--- src/rtl/bus_timeout_mon.sv ---
module bus_timeout_mon #(
  parameter int LIMIT_W  = 8,
  parameter int PRE_LOG2 = 3
) (
  input  logic               clk,
  input  logic               rst,
  input  logic               mon_en,
  input  logic [LIMIT_W-1:0] limit,
  input  logic               xfer_start,
  input  logic               master_int,
  input  logic               ack,
  input  logic               err_ack_in,
  input  logic               retry,
  output logic               err_ack_out
);

  localparam int CNT_W = LIMIT_W + 1 + PRE_LOG2;

  logic               active;
  logic [CNT_W-1:0]   cnt;
  logic [CNT_W-1:0]   cnt_nxt;
  logic [LIMIT_W:0]   steps;
  logic [CNT_W-1:0]   span;
  logic               term;
  logic               go;
  logic               expire;

  assign steps   = (limit == '0) ? (LIMIT_W+1)'(1) << LIMIT_W : {1'b0, limit};
  assign span    = {steps, {PRE_LOG2{1'b0}}};
  assign cnt_nxt = cnt + 1'b1;
  assign term    = ack | err_ack_in | retry;
  assign go      = mon_en & xfer_start & master_int;
  assign expire  = active & ~go & ~term & (cnt_nxt >= span);

  always_ff @(posedge clk) begin
    if (rst || !mon_en) begin
      active      <= 1'b0;
      cnt         <= '0;
      err_ack_out <= 1'b0;
    end else begin
      err_ack_out <= expire;
      if (go) begin
        active <= 1'b1;
        cnt    <= '0;
      end else if (active && (term || expire)) begin
        active <= 1'b0;
        cnt    <= '0;
      end else if (active) begin
        cnt <= cnt_nxt;
      end
    end
  end

  assert_single_pulse_R7: assert property (@(posedge clk) disable iff (rst)
    err_ack_out |=> !err_ack_out);

  assert_pulse_needs_window_R1: assert property (@(posedge clk) disable iff (rst)
    err_ack_out |-> $past(active));

  assert_term_ends_window_R6: assert property (@(posedge clk) disable iff (rst)
    (active && term && !go) |=> (!err_ack_out && !active));

  assert_external_ignored_R8: assert property (@(posedge clk) disable iff (rst)
    (!active && xfer_start && !master_int) |=> !active);

  assert_disabled_quiet_R9: assert property (@(posedge clk) disable iff (rst)
    !mon_en |=> (!err_ack_out && cnt == '0 && !active));

  assert_restart_clears_R10: assert property (@(posedge clk) disable iff (rst)
    go |=> (active && cnt == '0 && !err_ack_out));

endmodule

--- config.mk ---
export PLATFORM = sky130hd
export DESIGN_NAME = bus_timeout_mon
export DESIGN_NICKNAME = d
export VERILOG_FILES = /design/src/rtl/bus_timeout_mon.sv
export SDC_FILE = /design/constraint.sdc
export NUM_CORES = 1
export LEC_CHECK = 0
export BUFFER_PORTS_ARGS = -buffer_cell sky130_fd_sc_hd__buf_2
export CAP_MARGIN = 20
export CORE_UTILIZATION = 55
export DETAILED_ROUTE_END_ITERATION = 8
export PLACE_DENSITY_LB_ADDON = 0.12
export SLEW_MARGIN = 5
export SYNTH_ARGS = -nofsm -noshare
export SYNTH_HDL_FRONTEND = slang
export SYNTH_SLANG_ARGS = --single-unit
--- constraint.sdc ---
create_clock -name clk -period 7.7 [get_ports clk]
set_input_delay 0.385 -clock clk [delete_from_list [all_inputs] [get_ports clk]]
set_output_delay 0.385 -clock clk [all_outputs]
set_load 0.1 [all_outputs]
-- Word-level counts from Yosys, hierarchy flattened
Cells that the tools add are included.
- input bits: 16
- flip-flop bits (word level): 14
- multiplexer cells: 3
- magnitude comparators: 1
- reduce and logical (&&, ||, !) cells: 7
- bitwise logic cells: 9
- add/subtract/negate cells: 1
- operators by type and width (operator ; number):
    $add A12 B1 Y12 const B ; 1
    $ge A12 B12 Y1 ; 1
    $mux W9 ; 1
    $logic_not A8 Y1 ; 1
    $and A1 B1 Y1 ; 5
    $reduce_or A3 Y1 ; 1
    $logic_or A1 B1 Y1 ; 2
    $mux W1 ; 2
    $not A1 Y1 ; 2
    $or A1 B1 Y1 ; 2
    $reduce_bool A2 Y1 ; 1
    $logic_and A1 B1 Y1 ; 1
    $logic_not A1 Y1 ; 1

-- Longest topological paths before layout
- depth after elaboration: 10
- depth in mapped cells: 12

-- Worst setup path before layout
Ideal clock, no wire load.
- path type: register to register
- from: register cnt[0]
- to: register cnt[0]
- stages on the path, launching flop included: 12
- arrival: 2.646 ns
- data required time: 7.616 ns
- setup time: 0.084 ns
- slack: 4.969 ns
- cell sequence: dfxtp_1 ha_1 nand3_1 nor3_2 nand3_1 xnor2_1 ha_1 o21ai_0 o21bai_1 a211oi_1 or3b_1 o31ai_2
- cells in the longest elaborated chain, start to end: 6
- ends and longest elaborated chain (what ; RTL line ; text):
    start, declared ; 20 ; logic [CNT_W-1:0] cnt;
    start signal, assigned ; 49 ; cnt <= cnt_nxt;
    $add A12 B1 Y12 ; 30 ; assign cnt_nxt = cnt + 1'b1;
    net cnt_nxt[10] ; 21 ; logic [CNT_W-1:0] cnt_nxt;
    $ge A12 B12 Y1 ; 33 ; assign expire = active & ~go & ~term & (cnt_nxt >= span);
    $and A1 B1 Y1 ; 33 ;
    $logic_or A1 B1 Y1 ; 45 ; end else if (active && (term || expire)) begin
    $logic_and A1 B1 Y1 ; 45 ;
    $reduce_or A3 Y1 (no line) ; n/a ;
The timed path passes the listed nets, and every way through them passes these cells.
A chain may end at the register's enable or synchronous reset.

-- Worst setup path in the final report
Same ends and word-level chain as after synthesis.

==> reports/results.txt <==
# rows = 15
Num CTS Buffers = 3
IO buf count = 16
Clock Skews = 0.0009335 ns
GRT Overall Usage = 0.2211
Startpoint Class = flop
Core Region = 1764 sq um
Routed Wire Length = 2033 um
worst vdd ir = 105.5 uV
Synth top area share = 0.2651
Slew HR = 0.6054
Vias = 928
CTS sink count = 14
Arr. time, crit path = 3.35 ns
post-CTS sizing = 0
outcome = finished, final reports clean
Synth Net Count = 154
1st-pass router iterations = 4
Slew Viols, Final = 0
top cell type by total area after synthesis = dfxtp_1
Initial Utilization = 0.5993
die area = 2102 sq um
Final Hold Fails = 0
main combinational cell family by area after synthesis = simple AND/OR/NAND/NOR gates
maximum clock path buffer count = 2
most frequent cell after synthesis = nand2_1
Critical Path Max Stage Delay = 0.43 ns
Final Non-Filler Cells = 169
H-tree depth = 1
HP Class = input port to flop
DIE WIDTH = 45.85 um
Avg WL per Cell = 12.03 um
Ys Warns = 0
hpwl dp = 1652 um
Area Growth Syn to Fin = 11.95%
RSZ-0062 raised after global routing = false
Worst Setup End Kind = flop
Synth Flop Type = dfxtp_1
Seq cells post-synth = 14
share of layout cells above drive strength 1 = 0.2361
crit-path max FO = 11
Remaining Overflow, GRT = 0
post-synthesis cell count = 128
measured slew at the worst slew-check pin = 0.5897 ns
adder-cell share of the synthesized area = 0.1183
final worst-path cycle share = 0.4085
total setup buffers inserted after CTS = 0
pre-CTS WS = 4.569 ns
Post-synth EDFFs = 0
Via density = 5.491
root buf cell = clkbuf_4
worst-path cell chain = ha_1 > nand3_1 > nor3_2 > nand3_1 > xnor2_1 > ha_1 > o21ai_0 > o21bai_1 > a211oi_1 > buf_4 > or3b_1 > o31ai_2
post-route setup slack = 4.554 ns
diode count = 0
Iter 0 DRT Violations = 25
clk_lat worst skew = 0.28 ns
number of distinct library cells after synthesis = 36
post-placement cell count = 165
P_leak = 0.4756 nW
drt drc = 0
hold slack final = 0.3523 ns
Tot Pwr = 0.1383 mW
first-pass GRT wire length = 3277 um
Post-Synth XOR/XNOR Area = 0.1160
WS Path Type = flop to flop
Synth Area in Simple Gates = 0.2793
top post-synthesis cells by count = nand2_1 (15), dfxtp_1 (14), nor2_1 (11), ha_1 (10)
final setup TNS = 0 ns
asr flop ratio synth = 0
PwrDens = 116.9 nW/um^2
antenna violations before repair = 0
Boundary Pins = 17
# Max-Cap Violations = 0
hold_buf cts = 0
crit path max-delay cell type = dfxtp_1
GP Congestion = 0.8622
largest net degree at the start of global routing = 12
mux share of post-synthesis cell area = 0
Final setup viols = 0
post-synthesis sequential area ratio = 0.2651
Die Y = 45.85 um
vias in the first global route = 833
Worst-path clk slew = 0.08 ns
Mapped Area = 1057 sq um
remaining antenna violation count = 0
Fmax = 317.9 MHz
Avg Synthesized Cell Area = 8.260 sq um
post-synthesis compound-gate area fraction = 0.1657
CP Data Required Time = 7.90 ns
Final min period = 3.146 ns
Nets = 171
TritonCTS clock tree = done
synth top area cells = dfxtp_1 (27%), ha_1 (12%), xnor2_1 (6.6%)
==> flip-flops by register name (all words and copies together), names as in the netlist <==
name	flops
active	1
cnt	12
err_ack_out	1
==> area by class of cell <==
cell class                      instances  area (sq um)
Inverter                                8         30.03
Sequential cell                        14         280.3
Fill cell                             172         580.6
Tap cell                               25         31.28
Clock buffer                            4         36.28
Multi-Input combinational cell        101         718.2
Timing Repair Buffer                   17         87.58
==> worst max-delay path, delay by kind of cell, from the launching register on <==
kind / cells / cell delay [ns]
simple gates: 4 / 1.07
flops: 1 / 0.43
xor+xnor: 1 / 0.14
fa+ha+maj: 2 / 0.57
buf+inv: 1 / 0.23
compound gates: 4 / 0.61
==> report_power, final <==
part / total (mW) / internal, mW / switching [mW]
sequential: 0.0727 / 0.0725 / 0.000170
combinational: 0.0120 / 0.00546 / 0.00653
clock: 0.0537 / 0.0288 / 0.0249
total: 0.138 / 0.107 / 0.0316
==> cells by family after synthesis <==
group	Yosys count
DFF	14
AOI/OAI and AO/OA	22
buffers and inverters	13
xor gates and xnor gates	14
and+or+nand+nor	55
adders and majority gates	10
==> per-layer routing <==
layer	up-vias	GRT usage	share of wire
li1	483	-	-
met1	413	0.2679	0.48
met2	28	0.3746	0.47
met3	4	0.02381	0.042
met4	0	0.1235	0.016
met5	-	0	0
==> cells in the final DEF, fill, tap and decap left out, types with 2 or more instances in the layout <==
cell type / n
nor2_2: 4
or3_1: 2
nor2b_1: 2
xor2_1: 6
clkbuf_4: 3
ha_1: 10
nand4_1: 3
nand2_1: 15
o21ai_1: 6
a32oi_1: 5
a21oi_1: 3
nor3_2: 2
nor4_1: 2
buf_2: 16
nand2b_1: 2
xnor2_1: 8
nand3_1: 5
inv_1: 8
nor2_1: 11
dfxtp_1: 14
==> metrics by stage <==
stage	utilization	area, sq um
after CTS	0.6709	1184
after global routing	0.6709	1184
final	0.6709	1184
after detailed placement	0.6504	1147
after global placement	0.6504	1147
after floorplan	-	1057
==> worst paths after layout <==
path               start  endpoint  slack [ns]  depth (start not counted)
setup / recovery  cnt[0]    cnt[0]        4.55                         12
hold / removal    mon_en    active        0.35                          3
setup reg to reg  cnt[0]    cnt[0]        4.55                         12
hold reg to reg   cnt[2]    cnt[2]        0.54                          1
(Power assumes the default switching activity.)
